### src/rtl/exc_filter_pkg.sv
package exc_filter_pkg;
  localparam int EXC_SRST   = 0;
  localparam int EXC_MCHK   = 1;
  localparam int EXC_EXT    = 2;
  localparam int EXC_DEC    = 3;
  localparam int EXC_FPX    = 4;
  localparam int EXC_IBRK   = 5;
  localparam int EXC_DBRK   = 6;
  localparam int EXC_XBRK_M = 7;
  localparam int EXC_XBRK_N = 8;
  localparam int NCLS       = 9;
  localparam int FE_W       = 2;

  typedef struct packed {
    logic            ee;
    logic            me;
    logic            ri;
    logic [FE_W-1:0] fe;
  } st_ctl_t;
endpackage

### src/rtl/exc_mask_logic.sv
module exc_mask_logic
  import exc_filter_pkg::*;
(
  input  logic [NCLS-1:0] raw_req,
  input  st_ctl_t         st,
  input  logic            brk_unmaskable,
  output logic [NCLS-1:0] passed,
  output logic            ckstop_set
);
  logic brk_int_ok;
  logic fp_trap_on;

  always_comb begin
    brk_int_ok = brk_unmaskable | st.ri;
    fp_trap_on = |st.fe;
    passed                = '0;
    passed[EXC_SRST]      = raw_req[EXC_SRST];
    passed[EXC_MCHK]      = raw_req[EXC_MCHK]   & st.me;
    passed[EXC_EXT]       = raw_req[EXC_EXT]    & st.ee;
    passed[EXC_DEC]       = raw_req[EXC_DEC]    & st.ee;
    passed[EXC_FPX]       = raw_req[EXC_FPX]    & fp_trap_on;
    passed[EXC_IBRK]      = raw_req[EXC_IBRK]   & brk_int_ok;
    passed[EXC_DBRK]      = raw_req[EXC_DBRK]   & brk_int_ok;
    passed[EXC_XBRK_M]    = raw_req[EXC_XBRK_M] & st.ri;
    passed[EXC_XBRK_N]    = raw_req[EXC_XBRK_N];
    ckstop_set            = raw_req[EXC_MCHK]   & ~st.me;
  end
endmodule

### src/rtl/exc_recog_reg.sv
module exc_recog_reg #(
  parameter int W = 9
) (
  input  logic         clk,
  input  logic         rst_n,
  input  logic [W-1:0] d,
  output logic [W-1:0] q
);
  for (genvar i = 0; i < W; i++) begin : g_bit
    always_ff @(posedge clk) begin
      if (!rst_n) q[i] <= 1'b0;
      else        q[i] <= d[i];
    end
  end
endmodule

### src/rtl/exc_ckstop_hold.sv
module exc_ckstop_hold (
  input  logic clk,
  input  logic rst_n,
  input  logic set,
  output logic q
);
  always_ff @(posedge clk) begin
    if (!rst_n)   q <= 1'b0;
    else if (set) q <= 1'b1;
  end

  AST_CKSTOP_STICKY: assert property (@(posedge clk) disable iff (!rst_n) q |=> q);
  AST_CKSTOP_RISES: assert property (@(posedge clk) disable iff (!rst_n) set |=> q);
endmodule

### src/rtl/exc_mask_filter.sv
module exc_mask_filter
  import exc_filter_pkg::*;
(
  input  logic            clk,
  input  logic            rst_n,
  input  logic            req_sreset,
  input  logic            req_mchk,
  input  logic            req_ext,
  input  logic            req_dec,
  input  logic            req_fpx,
  input  logic            req_ibrk,
  input  logic            req_dbrk,
  input  logic            req_xbrk_mask,
  input  logic            req_xbrk_nmi,
  input  logic            st_ee,
  input  logic            st_me,
  input  logic            st_ri,
  input  logic [FE_W-1:0] st_fe,
  input  logic            brk_unmaskable,
  output logic [NCLS-1:0] recog,
  output logic            checkstop
);
  logic [NCLS-1:0] raw_req;
  logic [NCLS-1:0] passed;
  logic            ckstop_set;
  st_ctl_t         st;

  always_comb begin
    raw_req             = '0;
    raw_req[EXC_SRST]   = req_sreset;
    raw_req[EXC_MCHK]   = req_mchk;
    raw_req[EXC_EXT]    = req_ext;
    raw_req[EXC_DEC]    = req_dec;
    raw_req[EXC_FPX]    = req_fpx;
    raw_req[EXC_IBRK]   = req_ibrk;
    raw_req[EXC_DBRK]   = req_dbrk;
    raw_req[EXC_XBRK_M] = req_xbrk_mask;
    raw_req[EXC_XBRK_N] = req_xbrk_nmi;
    st.ee = st_ee;
    st.me = st_me;
    st.ri = st_ri;
    st.fe = st_fe;
  end

  exc_mask_logic u_mask (
    .raw_req        (raw_req),
    .st             (st),
    .brk_unmaskable (brk_unmaskable),
    .passed         (passed),
    .ckstop_set     (ckstop_set)
  );

  exc_recog_reg #(.W(NCLS)) u_recog (
    .clk   (clk),
    .rst_n (rst_n),
    .d     (passed),
    .q     (recog)
  );

  exc_ckstop_hold u_ckstop (
    .clk   (clk),
    .rst_n (rst_n),
    .set   (ckstop_set),
    .q     (checkstop)
  );

  AST_ALWAYS_SRESET: assert property (@(posedge clk) disable iff (!rst_n) req_sreset |=> recog[EXC_SRST]);
  AST_ALWAYS_XNMI: assert property (@(posedge clk) disable iff (!rst_n) req_xbrk_nmi |=> recog[EXC_XBRK_N]);
  AST_EE_BLOCKS: assert property (@(posedge clk) disable iff (!rst_n) !st_ee |=> !recog[EXC_EXT] && !recog[EXC_DEC]);
  AST_FP_OFF: assert property (@(posedge clk) disable iff (!rst_n) (st_fe == '0) |=> !recog[EXC_FPX]);
  AST_MCHK_DISABLED: assert property (@(posedge clk) disable iff (!rst_n) (req_mchk && !st_me) |=> checkstop && !recog[EXC_MCHK]);
  AST_INT_BRK_RI: assert property (@(posedge clk) disable iff (!rst_n) (!st_ri && !brk_unmaskable) |=> !recog[EXC_IBRK] && !recog[EXC_DBRK]);
  AST_XBRK_RI: assert property (@(posedge clk) disable iff (!rst_n) !st_ri |=> !recog[EXC_XBRK_M]);
endmodule

### config.mk
export PLATFORM = sky130hd
export DESIGN_NAME = exc_mask_filter
export DESIGN_NICKNAME = d
export VERILOG_FILES = /design/src/rtl/exc_filter_pkg.sv /design/src/rtl/exc_mask_logic.sv /design/src/rtl/exc_recog_reg.sv /design/src/rtl/exc_ckstop_hold.sv /design/src/rtl/exc_mask_filter.sv
export SDC_FILE = /design/constraint.sdc
export NUM_CORES = 1
export LEC_CHECK = 0
export BUFFER_PORTS_ARGS = -buffer_cell sky130_fd_sc_hd__buf_2
export CAP_MARGIN = 0
export CORE_AREA = 2 2 39 41
export DETAILED_ROUTE_END_ITERATION = 12
export DIE_AREA = 0 0 41 43
export PLACE_DENSITY = 0.57
export SLEW_MARGIN = 20
export SYNTH_ARGS = -nofsm -noshare
export SYNTH_HDL_FRONTEND = slang
export SYNTH_HIERARCHICAL = 1
export SYNTH_SLANG_ARGS = --single-unit
### constraint.sdc
create_clock -name clk -period 0.9 [get_ports clk]
set_input_delay 0 -clock clk [delete_from_list [all_inputs] [get_ports clk]]
set_output_delay 0 -clock clk [all_outputs]
set_load 0.05 [all_outputs]
# Word-level counts from Yosys, hierarchy flattened
# Cells that the tools add are included.
word_totals:
  word_cells: 21
  reg_bits: 10
  out_inout_bits: 10
op_classes:
  bitwise_logic: 10
  reduce_logical: 1
ops:
  columns: ["cell", "n"]
  rows:
  - ["1-bit bitwise AND", 8]
  - ["2-bit OR reduction", 1]
  - ["1-bit NOT", 1]
  - ["1-bit bitwise OR", 1]

# Longest topological paths before layout
# Gate-level depths: netlist of run 1.
depth:
  word_depth: 2
  ltp_mapped: 2
  depth_no_buf: 2

# Hierarchy
# The synthesis of run 1 kept the hierarchy.
modules_own_cells:
  columns: ["mod", "area_per_inst_um2", "n_inst", "cells_per_inst"]
  rows:
  - ["exc_recog_reg", 236.5, 1, 18]
  - ["exc_mask_logic", 68.8, 1, 10]
  - ["exc_ckstop_hold", 27.5, 1, 2]

# Worst setup path before layout of run 1
# Ideal clock, no wire load.
synth_timing:
  path_kind: "reg2reg"
  start: "register, netlist name u_ckstop/q"
  end: "register u_ckstop.q"
  t_arrival_ns: 0.790
  period_less_slack_ns: 0.849
  path_slack_ns: 0.051
  stages_incl_launch_ff: 2
  path_cell_list: "dfxtp_1 > o21a_1"
synth_lines:
  columns: ["element", "line_no", "rtl"]
  rows:
  - ["end signal, assigned", "exc_ckstop_hold.sv:8", "if (!rst_n) q <= 1'b0;"]
  - ["end signal, assigned", "exc_ckstop_hold.sv:9", "else if (set) q <= 1'b1;"]
  - ["end, declared", "exc_ckstop_hold.sv:5", "output logic q"]

# Final worst setup path of run 1
layout_timing:
  start: "register u_ckstop.q"
  end: "output checkstop"
layout_lines:
  columns: ["element", "line_no", "rtl"]
  rows:
  - ["end, declared", "exc_mask_filter.sv:21", "output logic checkstop"]
# No word-level cell between the ends.

==> run_results.csv, run 1 <==
group,metric,value,unit
status,status,"completed",
power_and_ir_drop,clkPwrFrac,30.7,%
critical_path,reg2reg_depth,1,
drt,ant_nets,0,
critical_path,cp_data_required_time,0.90,ns
worst_hold_path,min_from,"rst_n",
logic_synthesis,ys_seq_area_share,60.2,%
timing,setup_viol,0,
place,gp_congestion,0.572,
final_layout,fill_cells,151,
timing,maxClockFrequency,1210,MHz
critical_path,r2r_slack,0.32,ns
critical_path,rr_endpoint,"u_ckstop/q$_SDFFE_PN0P_",
die,ios,27,
timing,finalCriticalPeriod,0.829,ns
global_routing,antenna_found_initial,0,
logic_synthesis,ys_top_cells_by_area,"dfxtp_1 60%, and2_1 24%, o21a_1 9.0%",
job,cap_violations,0,
critical_path,cp_data_arrival_time,0.83,ns
power_and_ir_drop,power_switching,243,µW
logic_synthesis,async_flop_share,0,%
logic_synthesis,synth_seq_cells,10,
timing,final-hold-violation-count,0,
logic_synthesis,synth_top_area_share,60.2,%
power_and_ir_drop,total_power,927,µW
timing,skew,0,ns
power_and_ir_drop,combPwrFrac,18.6,%
die,fp.dieArea,1760,µm²
timing,rsz0062_at_grt,"no",
timing,fin_crit_sh,92.1,%
drt,wl_per_cell,7.59,µm
logic_synthesis,yosys_warnings,6,
critical_path,worstPathCellList,"buf_2",
global_routing,grt_pass1_wl,862,µm
logic_synthesis,syn_avg_cell_area,11.1,µm²
final_layout,diodes,0,
timing,setup_tns,0,ns
logic_synthesis,yosys_most_used_dff,"dfxtp_1",
place,place_inst,70,
critical_path,slowest_delay,0.32,ns
global_routing,gr-usage-all-layers,7.65,%
logic_synthesis,synthCells,30,
worst_hold_path,hold_path_depth,2,
logic_synthesis,synth_edf_count,0,
power_and_ir_drop,p_sw_share,26.2,%
logic_synthesis,synth_common_cells,"13 x and2_1, 10 x dfxtp_1, 4 x o21a_1",
final_layout,nNetsFinal,78,
die,die_h,43,µm
logic_synthesis,yosys.area.top_type,"dfxtp_1",
clock_tree,cts_max_level,1,
place,io_buffers,26,
timing,finalMaxSlewViolations,0,
critical_path,path_class,"flip-flop to output pin",
drt,post-route-drc-count,0,
die,num_rows,14,
critical_path,cp_num_buf_inv,1,
critical_path,r2r-start,"u_ckstop/q$_SDFFE_PN0P_",
timing,whs,0.0490,ns
critical_path,crit_family,"flip-flops",
drt,routed_wl,569,µm
drt,drt_iter0_markers,3,
die,fp.dieW,41,µm
power_and_ir_drop,p_int,684,µW
final_layout,finish.utilization,36.9,%
power_and_ir_drop,p_seq_share,50.7,%
clock_tree,clkTransAtPathRegs,0.06,ns
logic_synthesis,yosys.cell_count.top_type,"and2_1",
worst_hold_path,hold-path-endpoint,"u_ckstop/q$_SDFFE_PN0P_",
final_layout,drive_gt1_share,49.2,%
drt,via_per_inst,3.77,
logic_synthesis,syn_nets,47,
critical_path,end_kind,"output pin",
clock_tree,numClockSinks,10,
timing,slew_headroom,83.4,%
global_routing,grt_pass1_vias,254,
logic_synthesis,synth.distinct_cells,5,
final_layout,area_growth,53.4,%
critical_path,startpoint_type,"flip-flop",
global_routing,grt_max_degree,11,
drt,vias,283,
final_layout,final_cells,75,
critical_path,critPathSlowestCell,"dfxtp_1",
clock_tree,cts_hold_buf,2,
worst_hold_path,hp-class,"input port to flip-flop",
clock_tree,insertion_delay,0.25,ns
global_routing,gr-total-overflow,0,
power_and_ir_drop,p_per_area,1820,nW/µm²
clock_tree,cts_resized,0,
logic_synthesis,syn_area,333,µm²
clock_tree,cts_tree,"yes",
clock_tree,ctsRootBufferMaster,"clkbuf_4",
power_and_ir_drop,p_leak,0.000265,µW
clock_tree,cts_setup_buffers,0,
die,initial_core_util,24.1,%
clock_tree,cts_buffer_depth,2,
critical_path,worstPathMaxFanout,2,
clock_tree,numCtsBuffers,3,
power_and_ir_drop,ir_drop,0.500,mV
timing,worst_pin_slew,0.250,ns
die,core-area,1380,µm²
drt,first_pass_iters,2,
-- power groups by stage --
| stage | clock network [µW] | registers, µW | logic (µW) |
|---|---|---|---|
| 6_report | 284 | 469 | 173 |
| 5_1_grt | 329 | 471 | 187 |
| 4_1_cts | 293 | 470 | 175 |
| 3_5_place_dp | 0 | 480 | 168 |
| 3_3_place_gp | 0 | 479 | 167 |
| 2_1_floorplan | 0 | 559 | 33.1 |
-- cell families after synthesis --
| logic type | after synthesis | share of synthesized area (%) |
|---|---|---|
| simple gates | 14 | 26.3 |
| flops | 10 | 60.1 |
| compound gates | 4 | 9.02 |
| buf+inv | 2 | 4.51 |
-- layout by cell type, fill, tap and decap left out, drive strengths merged --
cell type and instances:
nor2b 1, and2 13, buf 26, dfxtp 10
clkbuf 3, dlygate4sd3 2, o21a 4
-- area by class of cell --
type / count / area [µm²] / area share (%)
clock buffers: 3 / 22.5 / 4.41
repair buffers: 28 / 150 / 29.4
flip-flops and latches: 10 / 200 / 39.2
multi-input cells: 18 / 118 / 23.0
well taps: 16 / 20.0 / 3.92
-- metrics by stage --
stage	worst slack (ns)	area, µm²
after global routing	0.0258	510
after CTS	0.0616	510
after floorplan	0.0510	333
final	0.0713	510
after global placement	0.334	468
after detailed placement	0.327	468
-- routing by layer --
| layer | global-route usage [%] | up-vias | routed length, µm |
|---|---|---|---|
| met1 | 6.47 | 114 | 229 |
| met2 | 11.9 | 15 | 263 |
| li1 | - | 152 | - |
| met5 | 0 | - | 0 |
| met3 | 3.14 | 2 | 69 |
| met4 | 8.00 | 0 | 7 |
-- worst max-delay path by stage --
stage	startpoint	end	slack [ns]	cells past startpoint
after detailed placement	u_ckstop/q$_SDFFE_PN0P_	u_ckstop/q$_SDFFE_PN0P_	0.33	1
final	u_ckstop/q$_SDFFE_PN0P_	checkstop	0.07	1
after CTS	u_ckstop/q$_SDFFE_PN0P_	checkstop	0.06	1
after global placement	u_ckstop/q$_SDFFE_PN0P_	u_ckstop/q$_SDFFE_PN0P_	0.33	1
after global routing	u_ckstop/q$_SDFFE_PN0P_	checkstop	0.03	1
after floorplan	u_ckstop/q$_SDFFE_PN0P_	u_ckstop/q$_SDFFE_PN0P_	0.05	1
-- registers in the layout, summed over array words and instances (netlist names) --
register	cells
u_ckstop/q	1
u_recog/q	9
(Power assumes the default switching activity.)
==> run 2, diff against run 1 <==
--- a/config.mk
+++ b/config.mk
@@ -11,6 +11,7 @@
 export DETAILED_ROUTE_END_ITERATION = 12
 export DIE_AREA = 0 0 41 43
 export PLACE_DENSITY = 0.57
+export REMOVE_ABC_BUFFERS = 1
 export SLEW_MARGIN = 20
 export SYNTH_ARGS = -nofsm -noshare
 export SYNTH_HDL_FRONTEND = slang
==> run_results.csv, run 2 (synthesis gave the netlist of run 1 again) <==
group,metric,value,unit
status,status,"completed",
global_routing,grt_pass1_wl,883,µm
job,cap_violations,0,
global_routing,gr-usage-all-layers,7.64,%
timing,finalMaxSlewViolations,0,
final_layout,regArea,200,µm²
critical_path,worstPathCellList,"buf_2",
die,fp.dieW,41,µm
timing,finalCriticalPeriod,0.834,ns
final_layout,fill_cells,151,
final_layout,nNetsFinal,78,
timing,whs,0.0397,ns
global_routing,antenna_found_initial,0,
place,gp_congestion,0.597,
critical_path,cp_data_arrival_time,0.83,ns
final_layout,layout_commonest_cell,"buf_2",
final_layout,final_cell_mix,"26 x buf_2, 13 x and2_1, 10 x dfxtp_1",
worst_hold_path,hp-class,"input port to flip-flop",
clock_tree,insertion_delay,0.25,ns
critical_path,slowest_delay,0.32,ns
critical_path,startpoint_type,"flip-flop",
clock_tree,numClockSinks,10,
timing,setup_viol,0,
drt,wl_per_cell,7.71,µm
die,fp.dieArea,1760,µm²
drt,vias,288,
global_routing,gr-total-overflow,0,
timing,rsz0062_at_grt,"no",
power_and_ir_drop,p_int,684,µW
die,ios,27,
clock_tree,cts_setup_buffers,0,
place,io_buffers,26,
die,core-area,1380,µm²
global_routing,grt_max_degree,11,
power_and_ir_drop,p_seq_share,50.7,%
power_and_ir_drop,ir_drop,0.643,mV
drt,drt_iter0_markers,0,
place,pre_cts_slack,0.327,ns
clock_tree,ctsRootBufferMaster,"clkbuf_4",
critical_path,cp_num_buf_inv,1,
timing,setup_tns,0,ns
drt,ant_nets,0,
timing,fin_crit_sh,92.6,%
power_and_ir_drop,power_switching,242,µW
drt,first_pass_iters,1,
timing,slew_headroom,83.4,%
clock_tree,cts_buffer_depth,2,
final_layout,finish.utilization,36.9,%
power_and_ir_drop,clkPwrFrac,30.6,%
clock_tree,cts_tree,"yes",
timing,setup_ws,0.0662,ns
final_layout,largest_reg_flops,9,
final_layout,area_growth,53.4,%
drt,routed_wl,578,µm
power_and_ir_drop,p_leak,0.000265,µW
timing,maxClockFrequency,1200,MHz
power_and_ir_drop,combPwrFrac,18.7,%
drt,post-route-drc-count,0,
final_layout,drive_gt1_share,49.2,%
critical_path,crit_family,"flip-flops",
die,num_rows,14,
die,die_h,43,µm
clock_tree,clkTransAtPathRegs,0.06,ns
clock_tree,numCtsBuffers,3,
timing,final-hold-violation-count,0,
critical_path,critPathSlowestCell,"dfxtp_1",
timing,skew,0,ns
clock_tree,cts_max_level,1,
drt,via_per_inst,3.84,
timing,worst_pin_slew,0.250,ns
power_and_ir_drop,p_per_area,1810,nW/µm²
die,initial_core_util,24.1,%
final_layout,regMostFlops,"u_recog/q",
final_layout,diodes,0,
final_layout,largest_registers,"u_recog/q x9, u_ckstop/q x1",
critical_path,path_class,"flip-flop to output pin",
critical_path,worstPathMaxFanout,2,
critical_path,cp_data_required_time,0.90,ns
global_routing,grt_pass1_vias,269,
power_and_ir_drop,p_sw_share,26.2,%
critical_path,end_kind,"output pin",
final_layout,multiInputGateArea,118,µm²
==> run 2: cell counts in the layout (fill, tap and decap cells not counted) <==
No cell type changed its count.
==> run 2: metal layers <==
layer  up-vias  GRT usage (%)  share of wire, %
met5         -              0                 0
met4         0           6.00                 0
met3         0           3.14                16
met2        20           12.5                44
met1       116           6.77                40
li1        152              -                 -
==> run 2: final timing paths <==
| kind | to | slack, ns | from | cells after the start |
|---|---|---|---|---|
| max | checkstop | 0.07 | u_ckstop/q$_SDFFE_PN0P_ | 1 |
| min | u_ckstop/q$_SDFFE_PN0P_ | 0.04 | rst_n | 2 |
| min reg2reg | u_ckstop/q$_SDFFE_PN0P_ | 0.46 | u_ckstop/q$_SDFFE_PN0P_ | 1 |
| max reg2reg | u_ckstop/q$_SDFFE_PN0P_ | 0.32 | u_ckstop/q$_SDFFE_PN0P_ | 1 |
==> run 2: stage by stage <==
| stage | std cells | power, µW | area (µm²) |
|---|---|---|---|
| global placement | 70 | 647 | 468 |
| global route | 75 | 978 | 510 |
| floorplan | 28 | 586 | 318 |
| finish | 75 | 926 | 510 |
| detailed placement | 70 | 648 | 468 |
| CTS | 75 | 950 | 510 |
==> run 2: layout make-up <==
type	count	share of cell area, %
Multi-Input combinational cell	18	23.0
Timing Repair Buffer	28	29.4
Sequential cell	10	39.2
Clock buffer	3	4.41
Tap cell	16	3.92
==> run 2: power groups by stage <==
stage | Combinational [µW] | Sequential, µW | Clock [µW]
2_1_floorplan | 27.3 | 559 | 0
3_3_place_gp | 168 | 479 | 0
3_5_place_dp | 168 | 480 | 0
4_1_cts | 175 | 470 | 305
5_1_grt | 188 | 471 | 319
6_report | 173 | 469 | 284
==> run 2: timing repair <==
item / CTS / global route
endpoints found under the hold margin: 2 / 0
gates resized for setup: 0 / 0
hold buffers: 2 / 0
==> run 3, diff against run 2 <==
--- a/config.mk
+++ b/config.mk
@@ -10,7 +10,6 @@
 export CORE_AREA = 2 2 39 41
 export DETAILED_ROUTE_END_ITERATION = 12
 export DIE_AREA = 0 0 41 43
-export PLACE_DENSITY = 0.57
 export REMOVE_ABC_BUFFERS = 1
 export SLEW_MARGIN = 20
 export SYNTH_ARGS = -nofsm -noshare
==> run_results.csv, run 3 (synthesis gave the netlist of run 1 again) <==
group,metric,value,unit
status,status,"completed",
timing,worst_pin_slew,0.253,ns
global_routing,antenna_found_initial,0,
timing,maxClockFrequency,1200,MHz
global_routing,gr-total-overflow,0,
critical_path,r2r-start,"u_ckstop/q$_SDFFE_PN0P_",
critical_path,r2r_slack,0.30,ns
final_layout,area_growth,58.3,%
power_and_ir_drop,p_per_area,1990,nW/µm²
clock_tree,numCtsBuffers,3,
drt,wl_per_cell,7.99,µm
critical_path,path_class,"flip-flop to output pin",
critical_path,crit_family,"flip-flops",
critical_path,rr_endpoint,"u_ckstop/q$_SDFFE_PN0P_",
clock_tree,cts_buffer_depth,2,
final_layout,layout_commonest_cell,"buf_2",
critical_path,cp_data_required_time,0.90,ns
timing,rsz0062_at_grt,"no",
global_routing,grt_pass1_wl,959,µm
clock_tree,ctsRootBufferMaster,"clkbuf_4",
die,core-area,1380,µm²
final_layout,diodes,0,
final_layout,final_cell_mix,"25 x buf_2, 13 x and2_1, 10 x dfxtp_1",
critical_path,end_kind,"output pin",
timing,finalMaxSlewViolations,0,
global_routing,gr-usage-all-layers,9.08,%
timing,slew_headroom,83.2,%
worst_hold_path,hold_path_depth,3,
timing,fin_crit_sh,92.4,%
critical_path,worstPathCellList,"buf_2",
drt,via_per_inst,3.78,
clock_tree,clkTransAtPathRegs,0.07,ns
critical_path,critPathSlowestCell,"dfxtp_1",
critical_path,slowest_delay,0.31,ns
drt,first_pass_iters,2,
critical_path,reg2reg_depth,1,
clock_tree,insertion_delay,0.26,ns
drt,post-route-drc-count,0,
clock_tree,numClockSinks,10,
job,cap_violations,0,
place,io_buffers,26,
global_routing,grt_pass1_vias,268,
drt,drt_iter0_markers,2,
critical_path,startpoint_type,"flip-flop",
global_routing,grt_max_degree,11,
final_layout,postLayoutCellArea,527,µm²
final_layout,drive_gt1_share,50.0,%
final_layout,largest_registers,"u_recog/q x9, u_ckstop/q x1",
die,ios,27,
drt,ant_nets,0,
worst_hold_path,min_from,"st_fe[0]",
timing,setup_viol,0,
place,place_area,468,µm²
final_layout,regMostFlops,"u_recog/q",
die,fp.dieW,41,µm
worst_hold_path,hp-class,"input port to flip-flop",
clock_tree,cts_tree,"yes",
timing,finalCriticalPeriod,0.832,ns
die,num_rows,14,
timing,final-hold-violation-count,0,
drt,vias,287,
worst_hold_path,hold-path-endpoint,"u_recog/q[4]$_SDFF_PN0_",
die,fp.dieArea,1760,µm²
die,die_h,43,µm
critical_path,cp_data_arrival_time,0.83,ns
place,gp_congestion,0.613,
final_layout,nNetsFinal,78,
timing,skew,0,ns
clock_tree,cts_setup_buffers,0,
timing,setup_tns,0,ns
critical_path,cp_num_buf_inv,1,
final_layout,largest_reg_flops,9,
place,hpwl,475,µm
power_and_ir_drop,ir_drop,0.783,mV
clock_tree,cts_max_level,1,
drt,routed_wl,607,µm
power_and_ir_drop,p_leak,0.000272,µW
critical_path,worstPathMaxFanout,1,
die,initial_core_util,24.1,%
==> run 3: metal layers <==
layer	GRT usage (%)	wire, µm	vias to the layer above
li1	-	-	152
met1	8.82	254	114
met2	12.2	271	21
met3	7.85	81	0
met4	6.00	0	0
met5	0	0	-
==> run 3: area by class of cell <==
type	count	area (µm²)
fill	142	857
sequential	10	200
timing repair buffer	28	153
multi-input combinational	18	118
clock buffer	4	36.3
tap	16	20.0
==> run 3: how the worst max path moves through the flow <==
stage | end | start | depth (start not counted) | slack, ns
final | recog[3] | u_recog/q[3]$_SDFF_PN0_ | 1 | 0.07
after global routing | recog[5] | u_recog/q[5]$_SDFF_PN0_ | 1 | 0.01
after CTS | checkstop | u_ckstop/q$_SDFFE_PN0P_ | 1 | 0.02
after detailed placement | u_ckstop/q$_SDFFE_PN0P_ | u_ckstop/q$_SDFFE_PN0P_ | 1 | 0.31
after global placement | u_ckstop/q$_SDFFE_PN0P_ | u_ckstop/q$_SDFFE_PN0P_ | 1 | 0.34
after floorplan | u_ckstop/q$_SDFFE_PN0P_ | u_ckstop/q$_SDFFE_PN0P_ | 1 | 0.05
==> run 3: what timing repair did <==
item,in CTS,in global routing
gates resized for setup,0,1
hold buffers,2,0
hold endpoints to repair,2,0
endpoints found under the setup margin,0,1
==> run 3: metrics by stage <==
stage,hold WS [ns],power (µW),util (%),instances,setup slack (ns)
after floorplan,0.118,586,-,28,0.0510
after global placement,0.205,646,33.8,70,0.335
after detailed placement,0.205,649,33.8,70,0.310
after CTS,0.0276,1070,37.9,76,0.0228
after global routing,0.0271,1110,38.1,76,0.0123
final,0.0371,1050,38.1,76,0.0683
==> run 3: report_power, final <==
part	switching, µW	internal [µW]	total [µW]	leakage [µW]
combinational	108	67.1	175	0.000168
sequential	5.27	464	470	0.0000827
clock	157	246	403	0.0000210
